<file path="config.mk">
export PLATFORM = sky130hd
export DESIGN_NAME = sdram_seq_ctrl
export DESIGN_NICKNAME = d
export VERILOG_FILES = /design/src/rtl/sdram_seq_ctrl.sv
export SDC_FILE = /design/constraint.sdc
export NUM_CORES = 1
export LEC_CHECK = 0
export BUFFER_PORTS_ARGS = -buffer_cell sky130_fd_sc_hd__clkbuf_2
export CAP_MARGIN = 10
export CORE_MARGIN = 2
export CORE_UTILIZATION = 48
export CTS_CLUSTER_SIZE = 40
export DETAILED_ROUTE_END_ITERATION = 6
export PLACE_DENSITY = 0.82
export SLEW_MARGIN = 10
export SYNTH_ARGS = -nofsm -noshare
export SYNTH_HDL_FRONTEND = slang
export SYNTH_SLANG_ARGS = --single-unit
export TNS_END_PERCENT = 50
</file>
<file path="constraint.sdc">
create_clock -name clk -period 1.79 [get_ports clk]
set_clock_uncertainty 0.05 [all_clocks]
set_input_delay 0.358 -clock clk [delete_from_list [all_inputs] [get_ports clk]]
set_output_delay 0.358 -clock clk [all_outputs]
set_load 0.02 [all_outputs]
</file>
<file path="src/rtl/sdram_seq_ctrl.sv">
module sdram_seq_ctrl #(
  parameter int CLK_MHZ = 125,
  parameter int T_PWRUP = 25000,
  parameter int T_RCD   = 3,
  parameter int T_RP    = 3,
  parameter int T_RC    = 9,
  parameter int T_WR    = 2,
  parameter int T_MRD   = 2,
  parameter int BANK_W  = 2,
  parameter int ROW_W   = 13,
  parameter int COL_W   = 9,
  parameter int DQ_W    = 16
) (
  input  logic                            clk,
  input  logic                            rst_n,
  input  logic                            cfg_cas3,
  input  logic                            req_valid,
  input  logic                            req_write,
  input  logic [BANK_W+ROW_W+COL_W-1:0]   req_addr,
  input  logic [DQ_W-1:0]                 req_wdata,
  output logic                            req_ready,
  output logic                            rsp_valid,
  output logic [DQ_W-1:0]                 rsp_rdata,
  output logic                            init_done,
  output logic                            sd_cs_n,
  output logic                            sd_ras_n,
  output logic                            sd_cas_n,
  output logic                            sd_we_n,
  output logic [BANK_W-1:0]               sd_ba,
  output logic [ROW_W-1:0]                sd_addr,
  output logic [DQ_W-1:0]                 sd_dq_out,
  output logic                            sd_dq_oe,
  input  logic [DQ_W-1:0]                 sd_dq_in
);
  localparam int ADDR_W  = BANK_W + ROW_W + COL_W;
  localparam int REF_INT = (CLK_MHZ * 64000) / 8192;
  localparam int CNT_W   = $clog2(T_PWRUP + T_RC + T_RCD + T_WR + T_RP + T_MRD + 8);
  localparam int REF_W   = $clog2(REF_INT + 1);

  localparam logic [3:0] C_NOP = 4'b0111, C_ACT = 4'b0011, C_RD  = 4'b0101,
                         C_WR  = 4'b0100, C_PRE = 4'b0010, C_REF = 4'b0001,
                         C_MRS = 4'b0000;

  typedef enum logic [2:0] {S_PWR, S_IREF1, S_IREF2, S_IMRS, S_IDLE, S_RW} st_t;

  st_t               st;
  logic [CNT_W-1:0]  cnt;
  logic [3:0]        cmd_q;
  logic              cl3, wr_q, ref_pend;
  logic [BANK_W-1:0] ba_q;
  logic [COL_W-1:0]  col_q;
  logic [DQ_W-1:0]   wd_q;
  logic [REF_W-1:0]  ref_cnt;
  logic [3:0]        rd_sh;
  logic              go, rd_launch, rd_tap, ref_tick;

  assign go        = (cnt == '0);
  assign init_done = (st == S_IDLE) || (st == S_RW);
  assign req_ready = go && (st == S_IDLE) && !ref_pend;
  assign rd_launch = go && (st == S_RW) && !wr_q;
  assign rd_tap    = cl3 ? rd_sh[3] : rd_sh[2];
  assign ref_tick  = init_done && (ref_cnt == REF_W'(REF_INT - 1));
  assign {sd_cs_n, sd_ras_n, sd_cas_n, sd_we_n} = cmd_q;

  function automatic logic [ROW_W-1:0] col_word(input logic [COL_W-1:0] c);
    logic [ROW_W-1:0] w;
    w = '0;
    w[COL_W-1:0] = c;
    w[10] = 1'b1;
    return w;
  endfunction

  always_ff @(posedge clk) begin
    if (!rst_n) begin
      st        <= S_PWR;
      cnt       <= CNT_W'(T_PWRUP - 1);
      cmd_q     <= C_NOP;
      sd_ba     <= '0;
      sd_addr   <= '0;
      sd_dq_out <= '0;
      sd_dq_oe  <= 1'b0;
      cl3       <= 1'b0;
      wr_q      <= 1'b0;
      ba_q      <= '0;
      col_q     <= '0;
      wd_q      <= '0;
      ref_pend  <= 1'b0;
      ref_cnt   <= '0;
      rd_sh     <= '0;
      rsp_valid <= 1'b0;
      rsp_rdata <= '0;
    end else begin
      cmd_q     <= C_NOP;
      sd_dq_oe  <= 1'b0;
      rd_sh     <= {rd_sh[2:0], rd_launch};
      rsp_valid <= rd_tap;
      if (rd_tap) rsp_rdata <= sd_dq_in;
      if (init_done) ref_cnt <= ref_tick ? '0 : ref_cnt + 1'b1;
      if (!go) cnt <= cnt - 1'b1;
      else begin
        case (st)
          S_PWR: begin
            cmd_q   <= C_PRE;
            sd_addr <= ROW_W'(1 << 10);
            cnt     <= CNT_W'(T_RP - 1);
            st      <= S_IREF1;
          end
          S_IREF1: begin
            cmd_q <= C_REF;
            cnt   <= CNT_W'(T_RC - 1);
            st    <= S_IREF2;
          end
          S_IREF2: begin
            cmd_q <= C_REF;
            cnt   <= CNT_W'(T_RC - 1);
            st    <= S_IMRS;
          end
          S_IMRS: begin
            cmd_q   <= C_MRS;
            sd_ba   <= '0;
            sd_addr <= ROW_W'({cfg_cas3 ? 3'd3 : 3'd2, 4'b0000});
            cl3     <= cfg_cas3;
            cnt     <= CNT_W'(T_MRD - 1);
            st      <= S_IDLE;
          end
          S_IDLE: begin
            if (ref_pend) begin
              cmd_q    <= C_REF;
              ref_pend <= 1'b0;
              cnt      <= CNT_W'(T_RC - 1);
            end else if (req_valid) begin
              cmd_q   <= C_ACT;
              sd_ba   <= req_addr[ADDR_W-1 -: BANK_W];
              sd_addr <= req_addr[COL_W +: ROW_W];
              ba_q    <= req_addr[ADDR_W-1 -: BANK_W];
              col_q   <= req_addr[COL_W-1:0];
              wr_q    <= req_write;
              wd_q    <= req_wdata;
              cnt     <= CNT_W'(T_RCD - 1);
              st      <= S_RW;
            end
          end
          S_RW: begin
            cmd_q   <= wr_q ? C_WR : C_RD;
            sd_ba   <= ba_q;
            sd_addr <= col_word(col_q);
            st      <= S_IDLE;
            if (wr_q) begin
              sd_dq_oe  <= 1'b1;
              sd_dq_out <= wd_q;
              cnt       <= CNT_W'(T_WR + T_RP - 1);
            end else begin
              cnt <= cl3 ? CNT_W'(2 + T_RP) : CNT_W'(1 + T_RP);
            end
          end
          default: st <= S_PWR;
        endcase
      end
      if (ref_tick) ref_pend <= 1'b1;
    end
  end

  logic [CNT_W-1:0] since_act;
  always_ff @(posedge clk) begin
    if (!rst_n) since_act <= '0;
    else if (cmd_q == C_ACT) since_act <= CNT_W'(1);
    else if (since_act != '1) since_act <= since_act + 1'b1;
  end

  AST_RCD_MET: assert property (@(posedge clk) disable iff (!rst_n)
    (cmd_q == C_RD || cmd_q == C_WR) |-> since_act >= CNT_W'(T_RCD));
  AST_AUTO_PRECHARGE: assert property (@(posedge clk) disable iff (!rst_n)
    (cmd_q == C_RD || cmd_q == C_WR) |-> sd_addr[10]);
  AST_REF_BEFORE_ACT: assert property (@(posedge clk) disable iff (!rst_n)
    (cmd_q == C_ACT) |-> !$past(ref_pend));
  AST_NO_REF_OVERRUN: assert property (@(posedge clk) disable iff (!rst_n)
    ref_tick |-> !ref_pend);
  AST_OE_ONLY_ON_WRITE: assert property (@(posedge clk) disable iff (!rst_n)
    sd_dq_oe |-> (cmd_q == C_WR));
  AST_RSP_SINGLE: assert property (@(posedge clk) disable iff (!rst_n)
    rsp_valid |=> !rsp_valid);
endmodule

</file>
==> results.md <==
- Outcome: finished, violations left
- Failing checks: setup timing
- FFs w/ async S/R, synth: 0%
- Gate count of the mapped netlist: 535
- GRT Overall Usage: 27.33%
- PnR worst setup slack: -585.0 ps
- Synth unique cells: 61
- RD Place Congestion: 0.8642
- WL/cell: 18.15 um
- Endpoint type of the worst setup path: output port
- Leak: 2.832 nW
- Number of synthesized flops with an enable pin: 0
- Hold path depth: 3
- Effective utilization at floorplan: 49.78%
- Die area: 11060 um2
- Worst setup path class: flop to output port
- VDD IR-drop max: 806.8 uV
- Worst path top cell family by delay: simple AND/OR/NAND/NOR gates
- ANT nets after route: 0
- Placed inst area: 5931 um2
- PortBufs: 114
- Root Buffer: clkbuf_8
- Worst Path Required: 1380 ps
- Syn-to-layout area delta: 43.64%
- Switching part of the total: 21.37%
- Seq/Total Area, Yosys: 46.47%
- Fill cells: 638
- DR iter-0 viols: 334
- Clock power share: 54.5%
- CP bufs+invs: 2
- Global-route wire length before repair: 24.02 mm
- Final instance area: 7054 um2
- Vias in the first global route: 4965
- WHS Endpoint: wd_q[5]$_SDFFE_PN0P_
- Unrepaired setup endpoints after global routing: true
- Worst-case headroom to the max-slew limit: 66.89%
- Die Height: 105.2 um
- CP max FO: 2
- Final hold viol count: 0
- Final net count: 781
- Setup crit start kind: flop
- Synthesis Warnings: 0
- Final period util: 132.7%
- Vias/cell: 5.626
- Post-DP HPWL: 8.890 mm
- Die X: 105.2 um
- RR Startpoint: cnt[9]$_SDFFE_PN0P_
- FF-to-FF path depth: 8
- Yosys reg bits: 114
- Post-Syn Area: 4911 um2
- Switch Pwr: 1.342 mW
- Fmax: 421.1 MHz
- # rows: 36
- N_diodes: 0
- Sink Count: 114
- Part of the power in registers: 40.8%
- CP max-delay cell: dfxtp_2
- Total CTS buffers: 17
- 1st-pass router iterations: 5
- Gate power share: 4.7%
- H-tree levels: 4
- Max-cap violation count: 0
- Worst-Margin Slew: 492.0 ps
- Crit path time final: 2375 ps
- Io pins: 116
- Reg2reg end: cnt[0]$_SDFFE_PN1P_
- Min-delay worst type: input port to flop
- Hold Crit Start: req_wdata[5]
- Share of cells above drive strength 1: 37.59%
- Final setup fails: 69
- Pin count of the biggest net entering global routing: 92
- Total wire length: 15.65 mm
- Critical path, cell by cell: nor4_4, buf_4, nand4_1, nor3_4, clkbuf_8
- Mapped Nets: 599
- Reg clk slew, reported paths: 50 ps
- Vias: 4850
- Max-slew violation count: 0
- Final TNS setup: -9936 ps
- Max incr delay on CP: 330 ps
- Worst EP arrival: 1970 ps
- Post-Synthesis Mean Instance Area: 9.179 um2
- Residual DRC: 0
- Overflow after GRT: 0
- Clock Path Buffers: 2
- Power Dens Cells: 890.3 nW/um2
- Clk_lat worst skew: 520 ps
- Internal: 4.938 mW
- Initial antenna violation count: 0
- CTS tree: built
- Core area: 9864 um2
- Worst R2R Setup Slack: -250 ps
- Top_reg_cell synth: dfxtp_1
[synthesized netlist by cell type, drive strengths merged (4+ instances only)]
| cell type | count | area, um2 |
|---|---|---|
| a21oi | 29 | 145.1 |
| nand2 | 130 | 488.0 |
| nor4 | 5 | 61.31 |
| buf | 14 | 110.1 |
| nand4 | 7 | 65.06 |
| nor2 | 19 | 78.82 |
| o21ai | 12 | 60.05 |
| and2 | 4 | 25.03 |
| or3 | 5 | 31.28 |
| nor4b | 4 | 50.05 |
| a22o | 6 | 52.55 |
| o2bb2ai | 7 | 61.31 |
| nand3b | 4 | 30.03 |
| mux2i | 57 | 570.6 |
| clkbuf | 19 | 71.32 |
| xnor2 | 8 | 70.07 |
| nand3 | 12 | 65.06 |
| nor3 | 15 | 80.08 |
| dfxtp | 114 | 2282 |
| mux2 | 4 | 45.04 |
| or4 | 4 | 30.03 |
| nand2b | 5 | 31.28 |
| inv | 7 | 26.27 |
[per-layer routing]
layer / vias to the layer above / GRT usage (%) / part of all wire, %
met3: 71 / 7.673 / 7.2
met4: 0 / 14.86 / 4.1
met1: 2293 / 30.49 / 38
met2: 262 / 46.89 / 50
met5: - / 0 / 0
li1: 2224 / - / -
[metrics by stage]
stage / worst slack (ps) / hold slack [ps] / instances / util (%) / total power, mW
6_report: -585.0 / 13.69 / 862 / 71.51 / 6.280
4_1_cts: -505.0 / 0.2779 / 858 / 70.15 / 6.275
3_3_place_gp: -10.65 / 366.9 / 801 / 60.12 / 2.848
5_1_grt: -645.3 / 14.35 / 862 / 71.51 / 6.435
2_1_floorplan: -2.253 / 361.9 / 535 / - / 2.726
3_5_place_dp: -137.5 / 372.5 / 801 / 60.12 / 2.859
[final cells by class]
class	instances	area (um2)	share of cell area [%]
inverters	7	26.28	0.3725
well taps	133	166.4	2.359
clock buffers	21	429.2	6.084
flip-flops and latches	114	2290	32.46
clock inverters	10	160.2	2.270
multi-input cells	381	2595	36.79
repair buffers	196	1388	19.67
[worst max path at each step]
stage | from | to | slack, ps | cells after the start
2_1_floorplan | st[1]$_SDFFE_PN0P_ | col_q[0]$_SDFFE_PN0P_ | -2 | 6
3_3_place_gp | cnt[7]$_SDFFE_PN1P_ | cnt[13]$_SDFFE_PN1P_ | -10 | 7
3_5_place_dp | cnt[1]$_SDFFE_PN1P_ | sd_addr[12]$_SDFFE_PN0P_ | -140 | 6
4_1_cts | cnt[5]$_SDFFE_PN1P_ | req_ready | -500 | 5
5_1_grt | cnt[5]$_SDFFE_PN1P_ | req_ready | -650 | 5
6_report | cnt[9]$_SDFFE_PN0P_ | req_ready | -580 | 5
[power by group through the flow]
| stage | clock (mW) | sequential (mW) | combinational, mW |
|---|---|---|---|
| 2_1_floorplan | 0 | 2.61 | 0.112 |
| 3_3_place_gp | 0 | 2.61 | 0.237 |
| 3_5_place_dp | 0 | 2.61 | 0.247 |
| 4_1_cts | 3.43 | 2.56 | 0.281 |
| 5_1_grt | 3.56 | 2.56 | 0.316 |
| 6_report | 3.42 | 2.56 | 0.296 |
[state kept, by name, indices dropped and copies added (netlist names), 2 cells and up]
signal and cells:
rsp_rdata 16, sd_dq_out 16, wd_q 16, cnt 15, sd_addr 13, ref_cnt 10, col_q 9, rd_sh 4
cmd_q 3, st 3, ba_q 2, sd_ba 2
[cell usage in the layout, fill, tap and decap left out, types with 4 or more instances in the layout]
master,instances
buf_6,15
nand2b_1,4
inv_2,4
clkbuf_2,111
nand2_1,127
clkbuf_1,4
or3_1,5
xnor2_1,8
o2bb2ai_1,7
nor3_1,7
a21oi_1,27
buf_4,55
nand4_1,5
clkbuf_16,17
mux2i_2,4
nand3b_1,4
nor2_1,18
dfxtp_1,108
a22o_1,6
mux2_2,4
mux2i_1,53
nor3_2,5
o21ai_0,5
nand3_1,11
o21ai_1,4
dlygate4sd3_1,5
dfxtp_2,6
bufinv_16,4
[tightest hold or removal path, cell delays in order]
cell and delay (ps):
clkbuf_2 80, nand2_1 40, mux2i_1 50
[cell families after synthesis]
family	share of synthesized area [%]
simple gates	23.75
flops	46.47
compound gates	10.22
mux	12.54
buf+inv	4.229
xor+xnor	1.962
fa+ha+maj	0.7644
other cells	0.07636
[repair_timing]
| action | CTS | global route |
|---|---|---|
| gates resized for setup | 39 | 29 |
| endpoints found under the hold margin | 5 | 0 |
| pin swaps | 8 | 13 |
| gates cloned | 3 | 1 |
| buffers inserted | 18 | 6 |
| endpoints found under the setup margin | 53 | 89 |
| hold buffers | 5 | 0 |
(Power assumes the default switching activity.)
